==> src/rtl/dma_chan_pkg.sv <==
package dma_chan_pkg;
  localparam int STAT_W = 8;
  localparam int B_DONE = 0;
  localparam int B_BUSY = 1;
  localparam int B_REQ  = 2;
  localparam int B_BED  = 4;
  localparam int B_BES  = 5;
  localparam int B_CE   = 6;

  typedef enum logic [1:0] {
    SZ_BYTE = 2'd0,
    SZ_WORD = 2'd1,
    SZ_LONG = 2'd2,
    SZ_LINE = 2'd3
  } xfer_sz_e;

  typedef enum logic [1:0] {
    PH_IDLE = 2'd0,
    PH_RD   = 2'd1,
    PH_WR   = 2'd2
  } phase_e;

  function automatic logic [4:0] beat_bytes(input logic [1:0] code);
    case (code)
      SZ_BYTE: beat_bytes = 5'd1;
      SZ_WORD: beat_bytes = 5'd2;
      SZ_LONG: beat_bytes = 5'd4;
      default: beat_bytes = 5'd16;
    endcase
  endfunction
endpackage

==> src/rtl/dma_cfg_check.sv <==
module dma_cfg_check
  import dma_chan_pkg::*;
#(
  parameter int AW = 32,
  parameter int CW = 16
) (
  input  logic [AW-1:0] src,
  input  logic [AW-1:0] dst,
  input  logic [CW-1:0] cnt,
  input  logic [1:0]    size,
  output logic          bad
);
  // the low nibble carries every alignment the largest beat needs
  localparam int LOWB = 4;

  logic [4:0]      span;
  logic [LOWB-1:0] mask;
  logic            cnt_zero, cnt_odd, src_odd, dst_odd;

  always_comb begin
    span     = beat_bytes(size);
    mask     = span[LOWB-1:0] - 4'd1;
    cnt_zero = (cnt == '0);
    cnt_odd  = |(cnt[LOWB-1:0] & mask);
    src_odd  = |(src[LOWB-1:0] & mask);
    dst_odd  = |(dst[LOWB-1:0] & mask);
    bad      = cnt_zero | cnt_odd | src_odd | dst_odd;
  end
endmodule

==> src/rtl/dma_xfer_eng.sv <==
module dma_xfer_eng
  import dma_chan_pkg::*;
#(
  parameter int AW = 32,
  parameter int CW = 16,
  parameter int DW = 128
) (
  input  logic          clk,
  input  logic          rst_n,
  input  logic          go,
  input  logic [AW-1:0] ld_src,
  input  logic [AW-1:0] ld_dst,
  input  logic [CW-1:0] ld_cnt,
  input  logic [1:0]    ld_size,
  input  logic          chan_sel,
  output logic          bus_valid,
  input  logic          bus_ready,
  output logic          bus_write,
  output logic [AW-1:0] bus_addr,
  output logic [1:0]    bus_size,
  output logic [DW-1:0] bus_wdata,
  input  logic [DW-1:0] bus_rdata,
  input  logic          bus_err,
  output logic          busy,
  output logic          ev_done,
  output logic          ev_rd_err,
  output logic          ev_wr_err
);
  phase_e        ph_q;
  logic [AW-1:0] src_q, dst_q;
  logic [CW-1:0] cnt_q;
  logic [1:0]    size_q;
  logic [DW-1:0] hold_q;
  logic          stuck_q;

  logic [AW-1:0] step_a;
  logic [CW-1:0] step_c;
  logic          hs, last;

  always_comb begin
    step_a    = AW'(beat_bytes(size_q));
    step_c    = CW'(beat_bytes(size_q));
    busy      = (ph_q != PH_IDLE);
    bus_valid = busy & (chan_sel | stuck_q);
    bus_write = (ph_q == PH_WR);
    bus_addr  = bus_write ? dst_q : src_q;
    bus_size  = size_q;
    bus_wdata = hold_q;
    hs        = bus_valid & bus_ready;
    last      = (cnt_q == step_c);
    ev_rd_err = hs & (ph_q == PH_RD) & bus_err;
    ev_wr_err = hs & (ph_q == PH_WR) & bus_err;
    ev_done   = hs & (ph_q == PH_WR) & ~bus_err & last;
  end

  always_ff @(posedge clk or negedge rst_n) begin
    if (!rst_n) begin
      ph_q    <= PH_IDLE;
      src_q   <= '0;
      dst_q   <= '0;
      cnt_q   <= '0;
      size_q  <= SZ_BYTE;
      hold_q  <= '0;
      stuck_q <= 1'b0;
    end else begin
      stuck_q <= bus_valid & ~bus_ready;
      case (ph_q)
        PH_IDLE: begin
          if (go) begin
            src_q  <= ld_src;
            dst_q  <= ld_dst;
            cnt_q  <= ld_cnt;
            size_q <= ld_size;
            ph_q   <= PH_RD;
          end
        end
        PH_RD: begin
          if (hs) begin
            if (bus_err) begin
              ph_q <= PH_IDLE;
            end else begin
              hold_q <= bus_rdata;
              ph_q   <= PH_WR;
            end
          end
        end
        PH_WR: begin
          if (hs) begin
            if (bus_err) begin
              ph_q <= PH_IDLE;
            end else begin
              cnt_q <= cnt_q - step_c;
              src_q <= src_q + step_a;
              dst_q <= dst_q + step_a;
              ph_q  <= last ? PH_IDLE : PH_RD;
            end
          end
        end
        default: ph_q <= PH_IDLE;
      endcase
    end
  end
endmodule

==> src/rtl/dma_stat_reg.sv <==
module dma_stat_reg
  import dma_chan_pkg::*;
(
  input  logic              clk,
  input  logic              rst_n,
  input  logic              set_ce,
  input  logic              set_bes,
  input  logic              set_bed,
  input  logic              set_done,
  input  logic              busy,
  input  logic              chan_sel,
  input  logic              wr_en,
  input  logic [STAT_W-1:0] wr_data,
  output logic [STAT_W-1:0] stat
);
  localparam int NFLAG = 4;
  localparam int POS [NFLAG] = '{B_DONE, B_BED, B_BES, B_CE};

  logic [NFLAG-1:0] setv, flag_q;
  logic             wipe;

  assign setv = {set_ce, set_bes, set_bed, set_done};
  assign wipe = wr_en & wr_data[B_DONE];

  // a set event in the same cycle as a wipe wins
  for (genvar i = 0; i < NFLAG; i++) begin : g_flag
    always_ff @(posedge clk or negedge rst_n) begin
      if (!rst_n)       flag_q[i] <= 1'b0;
      else if (setv[i]) flag_q[i] <= 1'b1;
      else if (wipe)    flag_q[i] <= 1'b0;
    end
  end

  always_comb begin
    stat         = '0;
    stat[B_DONE] = flag_q[0];
    stat[B_BED]  = flag_q[1];
    stat[B_BES]  = flag_q[2];
    stat[B_CE]   = flag_q[3];
    stat[B_BUSY] = busy;
    stat[B_REQ]  = busy & ~chan_sel;
  end

  initial begin
    if (POS[0] != B_DONE) $error("flag order");
  end
endmodule

==> src/rtl/dma_chan_stat.sv <==
module dma_chan_stat
  import dma_chan_pkg::*;
#(
  parameter int AW = 32,
  parameter int CW = 16,
  parameter int DW = 128
) (
  input  logic          clk,
  input  logic          rst_n,
  input  logic [AW-1:0] src_addr,
  input  logic [AW-1:0] dst_addr,
  input  logic [CW-1:0] byte_cnt,
  input  logic [1:0]    xfer_size,
  input  logic          start,
  input  logic          chan_sel,
  input  logic          reg_wr,
  input  logic [7:0]    reg_wdata,
  output logic [7:0]    reg_rdata,
  output logic          bus_valid,
  input  logic          bus_ready,
  output logic          bus_write,
  output logic [AW-1:0] bus_addr,
  output logic [1:0]    bus_size,
  output logic [DW-1:0] bus_wdata,
  input  logic [DW-1:0] bus_rdata,
  input  logic          bus_err
);
  logic cfg_bad, busy, go, refuse;
  logic ev_done, ev_rd_err, ev_wr_err;

  assign go     = start & ~busy & ~cfg_bad;
  assign refuse = start & ~busy & cfg_bad;

  dma_cfg_check #(.AW(AW), .CW(CW)) u_chk_cfg (
    .src  (src_addr),
    .dst  (dst_addr),
    .cnt  (byte_cnt),
    .size (xfer_size),
    .bad  (cfg_bad)
  );

  dma_xfer_eng #(.AW(AW), .CW(CW), .DW(DW)) u_eng (
    .clk       (clk),
    .rst_n     (rst_n),
    .go        (go),
    .ld_src    (src_addr),
    .ld_dst    (dst_addr),
    .ld_cnt    (byte_cnt),
    .ld_size   (xfer_size),
    .chan_sel  (chan_sel),
    .bus_valid (bus_valid),
    .bus_ready (bus_ready),
    .bus_write (bus_write),
    .bus_addr  (bus_addr),
    .bus_size  (bus_size),
    .bus_wdata (bus_wdata),
    .bus_rdata (bus_rdata),
    .bus_err   (bus_err),
    .busy      (busy),
    .ev_done   (ev_done),
    .ev_rd_err (ev_rd_err),
    .ev_wr_err (ev_wr_err)
  );

  dma_stat_reg u_stat (
    .clk      (clk),
    .rst_n    (rst_n),
    .set_ce   (refuse),
    .set_bes  (ev_rd_err),
    .set_bed  (ev_wr_err),
    .set_done (ev_done | ev_rd_err | ev_wr_err),
    .busy     (busy),
    .chan_sel (chan_sel),
    .wr_en    (reg_wr),
    .wr_data  (reg_wdata),
    .stat     (reg_rdata)
  );
endmodule

==> config.mk <==
export PLATFORM = sky130hd
export DESIGN_NAME = dma_chan_stat
export DESIGN_NICKNAME = d
export VERILOG_FILES = /design/src/rtl/dma_chan_pkg.sv /design/src/rtl/dma_cfg_check.sv /design/src/rtl/dma_xfer_eng.sv /design/src/rtl/dma_stat_reg.sv /design/src/rtl/dma_chan_stat.sv
export SDC_FILE = /design/constraint.sdc
export NUM_CORES = 1
export LEC_CHECK = 0
export CAP_MARGIN = 15
export CORE_AREA = 2 2 153 155
export DETAILED_ROUTE_END_ITERATION = 6
export DIE_AREA = 0 0 155 157
export MAX_ROUTING_LAYER = met4
export PLACE_DENSITY = 0.95
export SLEW_MARGIN = 10
export SYNTH_ARGS = -nofsm -noshare
export SYNTH_HDL_FRONTEND = slang
export SYNTH_SLANG_ARGS = --single-unit
==> constraint.sdc <==
create_clock -name clk -period 4.3 [get_ports clk]
set_clock_uncertainty 0.2 [all_clocks]
set_input_delay 0.86 -clock clk [delete_from_list [all_inputs] [get_ports clk]]
set_output_delay 0.86 -clock clk [all_outputs]
set_load 0.01 [all_outputs]
# Yosys cells after proc, flatten, opt, wreduce, memory -nomap -nowiden
# Cells that the tools add are included.
# Widths: inputs -> output; s select.
dict set report totals {
  reg_bits 217
  word_cells 98
  inputBits 225
  out_inout_bits 172
}
dict set report op_classes {
  addsub 4
  eq_ne 11
  bitwise 28
  n_mux 27
  n_reduce_logical 17
}
# op n
set ops {}
lappend ops {{$mux 32} 7}
lappend ops {{$pmux 32 s2} 2}
lappend ops {{$add 32x5->32} 2}
lappend ops {{$mux 16} 3}
lappend ops {{$pmux 16 s2} 1}
lappend ops {{$eq 16x5->1} 1}
lappend ops {{$logic_not 16->1} 1}
lappend ops {{$sub 16x5->16} 1}
lappend ops {{$pmux 5 s3} 1}
lappend ops {{$and 1x1->1} 14}
lappend ops {{$and 4x4->4} 3}
lappend ops {{$reduce_bool 2->1} 6}
lappend ops {{$reduce_or 4->1} 3}
lappend ops {{$mux 2} 5}
lappend ops {{$pmux 3 s3} 1}
lappend ops {{$eq 2x1->1 const B} 3}
lappend ops {{$eq 2x2->1 const B} 3}
lappend ops {{$logic_not 2->1} 3}
lappend ops {{$mux 1} 6}
lappend ops {{$or 1x1->1} 6}
lappend ops {{$pmux 2 s3} 1}
lappend ops {{$reduce_and 3->1} 2}
lappend ops {{$not 1->1} 5}
lappend ops {{$ne 2x1->1 const B} 2}
lappend ops {{other kinds (4)} 5}

# Logic depth before layout (Yosys ltp)
# Gate-level depths: netlist of the first run.
dict set report logic_depth {
  ltp_word 12
  ltp_mapped 10
  depth_no_buf 10
}

# Hierarchy
# A second synthesis of the first run with hierarchy kept.
dict set report hier_totals {
  hier_cells 1136
  hier_area_um2 11397.2
}
# mod cells_per_inst seq_area_each_um2 instances area_each_um2
set by_module_without_submodules {}
lappend by_module_without_submodules {dma_xfer_eng 1108 5330.1 1 11133.2}
lappend by_module_without_submodules {dma_stat_reg 14 100.1 1 168.9}
lappend by_module_without_submodules {dma_cfg_check 11 0.0 1 72.6}
lappend by_module_without_submodules {dma_chan_stat 3 0.0 1 22.5}

# Least setup slack after synthesis of the first run
# Ideal clock, no wire load.
dict set report synth_path {
  path_kind {input to register}
  from {in byte_cnt[3]}
  to {reg u_eng.cnt_q[13]}
  arrival_time_ns 2.792
  path_stages 8
  required_time_ns 3.959
  path_buffers 2
  slack_ns 1.168
  setup_time_ns 0.141
  cell_sequence {or4_1 o311a_1 nor4b_4 a21oi_2 buf_2 buf_2 a22oi_1 nand3_1}
}
dict set report synth_via {
  elab_chain_cells 9
  elab_cells_between_ends 10
  cone_classes {eq/ne: 1; bitwise: 6; reduce/logical: 3}
}
# item line
set synth_lines {}
lappend synth_lines {{start, declared} dma_chan_stat.sv:12} ;# input logic [CW-1:0] byte_cnt,
lappend synth_lines {{$and 4x4->4} dma_cfg_check.sv:24} ;# cnt_odd = |(cnt[LOWB-1:0] & mask);
lappend synth_lines {{$reduce_or 4->1} dma_cfg_check.sv:24}
lappend synth_lines {{$or 1x1->1 (*) (3 in series)} dma_cfg_check.sv:27} ;# bad = cnt_zero | cnt_odd | src_odd | dst_odd;
lappend synth_lines {{$not 1->1 (*)} dma_chan_stat.sv:31} ;# assign go = start & ~busy & ~cfg_bad;
lappend synth_lines {{$and 1x1->1 (*)} dma_chan_stat.sv:31}
lappend synth_lines {{$ne 2x2->1 (no line) (*)} --}
lappend synth_lines {{$reduce_and 4->1 (no line) (*)} --}
lappend synth_lines {{end signal, assigned} dma_xfer_eng.sv:72} ;# cnt_q <= ld_cnt;
lappend synth_lines {{end signal, assigned} dma_xfer_eng.sv:92} ;# cnt_q <= cnt_q - step_c;
lappend synth_lines {{end, declared} dma_xfer_eng.sv:31} ;# logic [CW-1:0] cnt_q;
# Mark *: on every way between the ends. The rest lies on a longest branch, timed or not.
# A chain may end at the register's enable or synchronous reset.

# Final worst setup path of the first run
dict set report layout_path {
  from {reg u_eng.ph_q[0]}
  to {out bus_addr[29]}
}
dict set report layout_via {
  elab_chain_cells 2
}
# item line
set layout_lines {}
lappend layout_lines {{start, declared} dma_xfer_eng.sv:29} ;# phase_e ph_q;
lappend layout_lines {{start signal, assigned} dma_xfer_eng.sv:95} ;# ph_q <= last ? PH_IDLE : PH_RD;
lappend layout_lines {{$eq 2x2->1} dma_xfer_eng.sv:45} ;# bus_write = (ph_q == PH_WR);
lappend layout_lines {{$mux 32} dma_xfer_eng.sv:46} ;# bus_addr = bus_write ? dst_q : src_q;
lappend layout_lines {{end, declared} dma_chan_stat.sv:22} ;# output logic [AW-1:0] bus_addr,
# No other way between the ends.

==> results of run 1 <==
-- how the worst min path moves through the flow --
stage | from | to | slack [ns] | depth (start not counted)
global route | rst_n | u_eng.bus_size[1] | 0.27 | 1
CTS | rst_n | u_eng.cnt_q[2] | 0.24 | 1
global placement | u_eng.cnt_q[4] | u_eng.cnt_q[4] | 0.27 | 2
detailed placement | u_eng.cnt_q[4] | u_eng.cnt_q[4] | 0.29 | 2
floorplan | u_eng.cnt_q[2] | u_eng.cnt_q[2] | 0.26 | 2
finish | rst_n | u_eng.bus_size[1] | 0.18 | 1
-- logic make-up (layout without fill, tap and decap cells) --
kind of cell               Yosys count  count (layout)
and+or+nand+nor                    354             354
AOI/OAI and AO/OA                  267             267
DFF                                217             217
muxes                              132             132
buffers and inverters               85             455
adders and majority gates           14              14
xor gates and xnor gates             7               7
other                                1               3
-- stage by stage --
| stage | power (W) | area [um2] |
|---|---|---|
| 2_1_floorplan | 0.006550 | 10970 |
| 3_3_place_gp | 0.009243 | 15100 |
| 3_5_place_dp | 0.009520 | 15100 |
| 4_1_cts | 0.01184 | 15950 |
| 5_1_grt | 0.01246 | 15950 |
| 6_report | 0.01186 | 15950 |
-- synth_stat cells, drive strengths merged, types with 3 or more instances --
library cell and count:
a21o 5, nand4 22, a31oi 26, o2bb2a 8
a21oi 96, or4 3, o22a 33, ha 12
nor2 68, o22ai 20, o32ai 3, o311ai 3
inv 8, o21a 4, nand2b 4, nor2b 4
xnor2 5, nand3 29, o31ai 6, nand2 171
and3 13, a2bb2oi 6, dfrtp 217, o31a 3
nor4 5, buf 21, mux2 130, clkbuf 55
nor3 13, a41oi 6, o21ai 28, and4 7
and2 4
-- critical path: stages, from the launching register on --
cell and delay, ns:
dfrtp_1 0.40, nand2b_2 0.22, inv_4 0.68, buf_4 0.33, nand2_1 0.08, nand2_1 0.06, clkdlybuf4s50_1 0.53
-- power breakdown --
| group | switching (W) | internal, W | leakage (nW) |
|---|---|---|---|
| combinational | 0.00268 | 0.00297 | 3.65 |
| sequential | 0.000904 | 0.00306 | 2.59 |
| clock | 0.000857 | 0.00138 | 0.423 |
-- cell type report --
cell class,count,area [um2]
multi-input cells,776,5196
clock inverters,9,148.9
well taps,285,356.6
repair buffers,405,4076
flip-flops and latches,217,5430
clock buffers,32,701.9
diodes,1,2.502
fillers,1536,6554
inverters,9,36.28
-- metal layers --
metal	vias to the layer above	routed length, um
met1	5005	14030
met2	608	19650
li1	4633	-
met5	-	0
met4	0	1654
met3	91	3645
-- state kept, by name, summed over array words and instances, names as in the netlist --
signal           cells
u_eng.bus_wdata    128
u_eng.dst_q         32
u_eng.src_q         32
u_eng.cnt_q         16
u_stat.stat          4
u_eng.bus_size       2
u_eng.ph_q           2
u_eng.stuck_q        1
-- layout by cell type (no fill, tap or decap), types with 22 or more instances in the layout --
cell type        instances
a21oi_1                 95
a31oi_1                 26
clkbuf_16               25
clkdlybuf4s50_1        386
dfrtp_1                217
mux2_2                 130
nand2_1                170
nand3_1                 29
nand4_1                 22
nor2_1                  68
o21ai_0                 26
o22a_1                  33
==> run metrics, run 1 <==
outcome finished, final reports clean; Die Width 155 um; global-route wire length before repair 59720 um; Synth Area in Compound Gates 0.1671; min cycle time layout 3.936 ns; cell area after synthesis 10970 um2; synth top area cells dfrtp_1 (50%), mux2_2 (13%), nand2_1 (5.9%), a21oi_1 (4.3%), o22a_1 (2.6%); fin util 0.7088; wire per inst 22.48 um; clk sinks 217; Hold Path Class input pin to asynchronous set/reset pin; #FFs+latches synth 217; Setup WS post-layout 0.3644 ns; Max Cap Viol 0; largest net degree at the start of global routing 108; Placed Cells 1692; Hold WS 0.1794 ns; Setup WS pre-CTS 0.3689 ns; site row count 55; CORE AREA 22500 um2; Crit path required time 3.24 ns; Post-CTS Resized 0; Post-CTS Hold Buffers 0; Worst Setup End Kind primary output; TritonCTS Buffers 24; Routed Antenna Nets 0; starting density of the core 0.4875; largest area contributor in the netlist dfrtp_1; Worst-Skew Late Latency 0.51 ns; fmax 254.1 MHz; Critical Path Fanout Max 103; Iter 0 DRT Violations 974; R2R Path End u_eng.src_q[28]; die height 157 um; RSZ-0062 raised after global routing false; Reg2Reg Depth 9; final worst-path cycle share 0.9153; DRC viols 0; share of the synthesized area in the top cell type 0.4950; post-synthesis adder-cell area fraction 0.01551; Seq/Total Area, Yosys 0.4950; YS warnings 0; Final Hold Vio Count 0; Netlist cell types 67; Ports 397; area grow syn2layout 45.40%; simple-gate area share of the yosys netlist 0.1477; number of global-route vias before repair 10480; final setup violation count 0; # H-tree levels 1; GRT Total Usage 0.3252; share of layout cells above drive strength 1 0.1430; M1 GR Usage 0.3809; Final HPWL DP 28070 um; Async SR Flop Fraction 1.000; global route total overflow 0; port bufs 387; TritonCTS clock tree yes; mux cell area share after synthesis 0.1353; initial antenna violation count 1; clk buf depth 3; WP data arrival 2.88 ns; relative slew slack 0.3131; worst setup path end bus_addr[29]; setup_tns 0 ns; placer congestion estimate 0.8926; P per Cell Area 743.3 nW/um2; reg2reg setup slack 1.02 ns; maximum VDD drop 0.5144 mV; synthesized area per cell 10.19 um2; Vias 10340; Primary FF master, synth dfrtp_1; Tightest Pin Transition 1.028 ns; Post-Synthesis Cells 1077; met2 usage 0.5515; die area 24340 um2; Synth Area in XOR/XNOR 0.005589; postcts setup bufs 0; Slew Viols, Final 0; Via density 5.961; Crit. Startpoint u_eng.ph_q[0]; r2r startpoint u_eng.bus_size[0]; met3 Track Usage GR 0.07131; largest family of logic cells by synthesized area compound AO/OA/AOI/OAI gates; crit start category flip-flop; leakage 6.663 nW; Nets 1670; most used routing layer met2; Post-Layout Cell Count 1734; CP Class flip-flop to primary output; Root Buffer clkbuf_16; Clock transition at path regs 0.06 ns; final WL 38980 um; Post-synth EDFFs 0; drt pass-1 iters 6
(Power assumes the default switching activity.)
==> run 2, diff against run 1 <==
--- a/config.mk
+++ b/config.mk
@@ -6,11 +6,10 @@
 export NUM_CORES = 1
 export LEC_CHECK = 0
 export CAP_MARGIN = 15
-export CORE_AREA = 2 2 153 155
+export CORE_UTILIZATION = 45
 export DETAILED_ROUTE_END_ITERATION = 6
-export DIE_AREA = 0 0 155 157
 export MAX_ROUTING_LAYER = met4
-export PLACE_DENSITY = 0.95
+export PLACE_DENSITY = 0.9
 export SLEW_MARGIN = 10
 export SYNTH_ARGS = -nofsm -noshare
 export SYNTH_HDL_FRONTEND = slang
==> constraint.sdc (replaced) <==
create_clock -name clk -period 4 [get_ports clk]
set_clock_uncertainty 0.2 [all_clocks]
set_input_delay 0.8 -clock clk [delete_from_list [all_inputs] [get_ports clk]]
set_output_delay 0.8 -clock clk [all_outputs]
set_load 0.01 [all_outputs]
==> run metrics, run 2 (synthesis results as in run 1) <==
outcome finished, violations left; failing checks DRC; final setup violation count 0; Max Cap Viol 0; drt pass-1 iters 7; share of layout cells above drive strength 1 0.1469; clk buf depth 3; Slew Viols, Final 0; Tightest Pin Transition 0.9790 ns; Ports 397; crit start category flip-flop; reg2reg setup slack 0.83 ns; commonest cells after routing, fill and taps aside clkdlybuf4s50_1 (386), dfrtp_1 (217), nand2_1 (170); final worst-path cycle share 0.8891; TritonCTS Buffers 25; Worst-Skew Late Latency 0.51 ns; # H-tree levels 1; min cycle time layout 3.556 ns; Iter 0 DRT Violations 913; Vias 10250; largest net degree at the start of global routing 91; P per Cell Area 790.8 nW/um2; number of global-route vias before repair 10240; Clock transition at path regs 0.06 ns; RSZ-0062 raised after global routing false; relative slew slack 0.3443; die height 158.1 um; postcts setup bufs 0; site row count 56; Via density 5.769; Die Width 158.1 um; wire per inst 21.46 um; Critical Path Fanout Max 68; placer congestion estimate 0.9134; Final Hold Vio Count 0; Hold Path Class input pin to asynchronous set/reset pin; CORE AREA 23680 um2; WP data arrival 2.56 ns; Largest register FFs 128; area grow syn2layout 46.57%; global-route wire length before repair 57500 um; starting density of the core 0.4632; fillers 1768; Crit path required time 3.00 ns; Reg2Reg Depth 9; port bufs 387; DRC viols 2; CP Class flip-flop to primary output; Post-CTS Resized 0; Final HPWL DP 27630 um; die area 25010 um2; r2r startpoint u_eng.bus_size[0]; fmax 281.2 MHz; Routed Antenna Nets 0; maximum VDD drop 0.5278 mV; leakage 6.707 nW; TritonCTS clock tree yes; Hold WS 0.07550 ns; Post-CTS Hold Buffers 0; commonest non-fill, non-tap cell in the layout clkdlybuf4s50_1; initial antenna violation count 1; global route total overflow 0; Worst Setup End Kind primary output; Nets 1677; setup_tns 0 ns; final WL 38130 um; total power 0.01271 W; Root Buffer clkbuf_16; R2R Path End u_eng.src_q[21]; clk sinks 217; GRT Total Usage 0.3116
[run 2: report_power, final]
part,internal [W],leakage [nW],switching (W)
clock,0.00146,0.421,0.000922
sequential,0.00329,2.59,0.000964
combinational,0.00321,3.70,0.00286
total,0.00797,6.71,0.00474
[run 2: worst max-delay path: stages, from the launching register on]
cell and delay (ns):
dfrtp_1 0.38, nand2b_2 0.17, buf_4 0.58, nand2_1 0.18, nand2_1 0.13, clkdlybuf4s50_1 0.54
[run 2: worst max-delay path by stage]
stage	depth (start not counted)	slack, ns	endpoint	startpoint
after floorplan	8	0.93	u_eng.cnt_q[13]	byte_cnt[3]
after global placement	8	0.30	u_eng.src_q[11]	byte_cnt[3]
after detailed placement	8	0.21	u_eng.src_q[11]	byte_cnt[3]
after CTS	6	0.46	bus_addr[9]	u_eng.ph_q[0]
after global routing	6	0.31	bus_addr[9]	u_eng.ph_q[0]
final	5	0.44	bus_addr[10]	u_eng.ph_q[0]
[run 2: final cells by class]
cell class / count / area [um2] / share of cell area
clock inverter: 8 / 117.6 / 0.007315
inverter: 9 / 36.28 / 0.002257
clock buffer: 36 / 737.0 / 0.04584
sequential: 217 / 5430 / 0.3377
multi-input combinational: 776 / 5196 / 0.3232
tap: 319 / 399.1 / 0.02482
timing repair buffer: 411 / 4159 / 0.2587
antenna: 1 / 2.502 / 0.0001556
[run 2: metal layers]
metal / vias up / GRT usage / wire length (um)
met5: - / - / 0
met1: 4959 / 0.3647 / 14160
met4: 0 / 0.1447 / 1774
met2: 557 / 0.5178 / 19120
met3: 97 / 0.05940 / 3072
li1: 4639 / - / -
[run 2: metrics by stage]
| step | area [um2] | util | worst slack [ns] | cells |
|---|---|---|---|---|
| after floorplan | 10970 | - | 0.9277 | 1078 |
| after global placement | 15220 | 0.6427 | 0.3019 | 1732 |
| after detailed placement | 15220 | 0.6427 | 0.2098 | 1732 |
| after CTS | 16080 | 0.6788 | 0.4603 | 1776 |
| after global routing | 16080 | 0.6789 | 0.3063 | 1777 |
| final | 16080 | 0.6789 | 0.4437 | 1777 |
==> run 3, diff against run 2 <==
--- a/config.mk
+++ b/config.mk
@@ -7,9 +7,11 @@
 export LEC_CHECK = 0
 export CAP_MARGIN = 15
 export CORE_UTILIZATION = 45
+export CTS_CLUSTER_DIAMETER = 50
 export DETAILED_ROUTE_END_ITERATION = 6
 export MAX_ROUTING_LAYER = met4
 export PLACE_DENSITY = 0.9
+export SETUP_SLACK_MARGIN = 0.5
 export SLEW_MARGIN = 10
 export SYNTH_ARGS = -nofsm -noshare
 export SYNTH_HDL_FRONTEND = slang
==> run metrics, run 3 (synthesis results as in run 1) <==
CP bufs+invs 2; Critical Path Fanout Max 68; Worst-Skew Late Latency 0.53 ns; DRC viols 0; share of layout cells above drive strength 1 0.1528; min cycle time layout 3.429 ns; clk sinks 217; P per Cell Area 799.2 nW/um2; area grow syn2layout 47.99%; top cell family by delay on the critical path buffers and inverters; r2r startpoint u_eng.bus_size[0]; starting density of the core 0.4632; initial antenna violation count 2; drt pass-1 iters 5; Hold WS 0.06536 ns; commonest non-fill, non-tap cell in the layout clkdlybuf4s50_1; setup_tns 0 ns; GRT Total Usage 0.3099; CORE AREA 23680 um2; Iter 0 DRT Violations 919; Post-CTS Hold Buffers 0; port bufs 387; die height 158.1 um; Largest register FFs 128; Final HPWL DP 27630 um; slowest cell delay on critical path 0.54 ns; die area 25010 um2; crit start category flip-flop; Final Hold Vio Count 0; Ports 397; Crit path required time 3.00 ns; CP Cell Sequence nand2b_2 -> clkbuf_8 -> nand2_1 -> nand2_1 -> clkdlybuf4s50_1; final worst-path cycle share 0.8572; # H-tree levels 1; Max Cap Viol 0; placer congestion estimate 0.9134; Hold Path Class input pin to asynchronous set/reset pin; CP Class flip-flop to primary output; leakage 6.768 nW; site row count 56; maximum VDD drop 0.5933 mV; Die Width 158.1 um; Clock transition at path regs 0.05 ns; Critical Path Slowest Stage Cell clkdlybuf4s50_1; Via density 5.803; WP data arrival 2.43 ns; TritonCTS Buffers 29; R2R Path End u_eng.src_q[24]; wire per inst 21.31 um; reg2reg setup slack 0.83 ns; clk buf depth 3; Nets 1681; final setup violation count 0; fmax 291.6 MHz; Worst Setup End Kind primary output; fillers 1764; TritonCTS clock tree yes; global route total overflow 0; Root Buffer clkbuf_16; Setup WS post-layout 0.5710 ns; final WL 38090 um; global-route wire length before repair 57230 um; largest net degree at the start of global routing 91; Reg2Reg Depth 9; area occupied by multi-input gates 5196 um2; relative slew slack 0.3624; number of global-route vias before repair 10250; Vias 10370; Slew Viols, Final 0; Setup WS pre-CTS 0.2098 ns; commonest cells after routing, fill and taps aside clkdlybuf4s50_1 (386), dfrtp_1 (217), nand2_1 (170); Routed Antenna Nets 0; outcome finished, final reports clean; RSZ-0062 raised after global routing true; Tightest Pin Transition 0.9519 ns; crit-path most repeated cell nand2_1; FF/Latch Area 5430 um2
-- run 3: changes by cell type in the layout (fill, tap and decap cells not counted), sizes merged --
cell      delta
clkinvlp     +3
inv          +3
buf          -1
clkbuf       +1
diode        +1
clkinv       +3
-- run 3: worst max-delay path by stage --
| stage | slack [ns] | end | cells past startpoint | startpoint |
|---|---|---|---|---|
| CTS | 0.50 | bus_addr[9] | 6 | u_eng.ph_q[0] |
| global route | 0.49 | bus_addr[3] | 6 | u_eng.ph_q[0] |
| floorplan | 0.93 | u_eng.cnt_q[13] | 8 | byte_cnt[3] |
| finish | 0.57 | bus_addr[10] | 5 | u_eng.ph_q[0] |
| global placement | 0.30 | u_eng.src_q[11] | 8 | byte_cnt[3] |
| detailed placement | 0.21 | u_eng.src_q[11] | 8 | byte_cnt[3] |
-- run 3: metal layers --
metal,GRT usage,share of wire,wire (um),vias to the layer above
met5,-,0,0,-
met4,0.1745,0.058,2220,0
met3,0.06159,0.087,3299,122
met2,0.4985,0.49,18690,586
met1,0.3633,0.36,13870,4998
li1,-,-,-,4664
-- run 3: worst reg2reg max path, delay by kind of cell (launching register included) --
family,cells,cell delay (ns)
flip-flops,1,0.51
buffers and inverters,1,0.08
adder cells (fa/ha/maj),1,0.32
AO/OA/AOI/OAI,3,0.62
AND/OR/NAND/NOR,4,1.33
-- run 3: area by class of cell --
class                      instances  share of cell area
antenna                            2           0.0003083
tap                              319             0.02459
timing repair buffer             411              0.2573
clock inverter                    17             0.01187
clock buffer                      36             0.04879
sequential                       217              0.3345
multi-input combinational        776              0.3201
inverter                           9            0.002544
-- run 3: report_power, final --
| group | internal (W) | switching, W | total, W |
|---|---|---|---|
| Clock | 0.00161 | 0.00103 | 0.00264 |
| Sequential | 0.00329 | 0.000954 | 0.00425 |
| Combinational | 0.00322 | 0.00286 | 0.00609 |
| Total | 0.00812 | 0.00485 | 0.0130 |
-- run 3: what timing repair did --
action,CTS,global route
endpoints found under the setup margin,6,12
gates resized for setup,2,4
buffers inserted,0,0
gates cloned,0,0
-- run 3: through the flow --
stage,instance area [um2],instances,util,power (W)
floorplan,10970,1078,-,0.007041
global placement,15220,1732,0.6427,0.009959
detailed placement,15220,1732,0.6427,0.01023
CTS,16210,1785,0.6845,0.01296
global route,16230,1787,0.6854,0.01363
finish,16230,1787,0.6854,0.01297
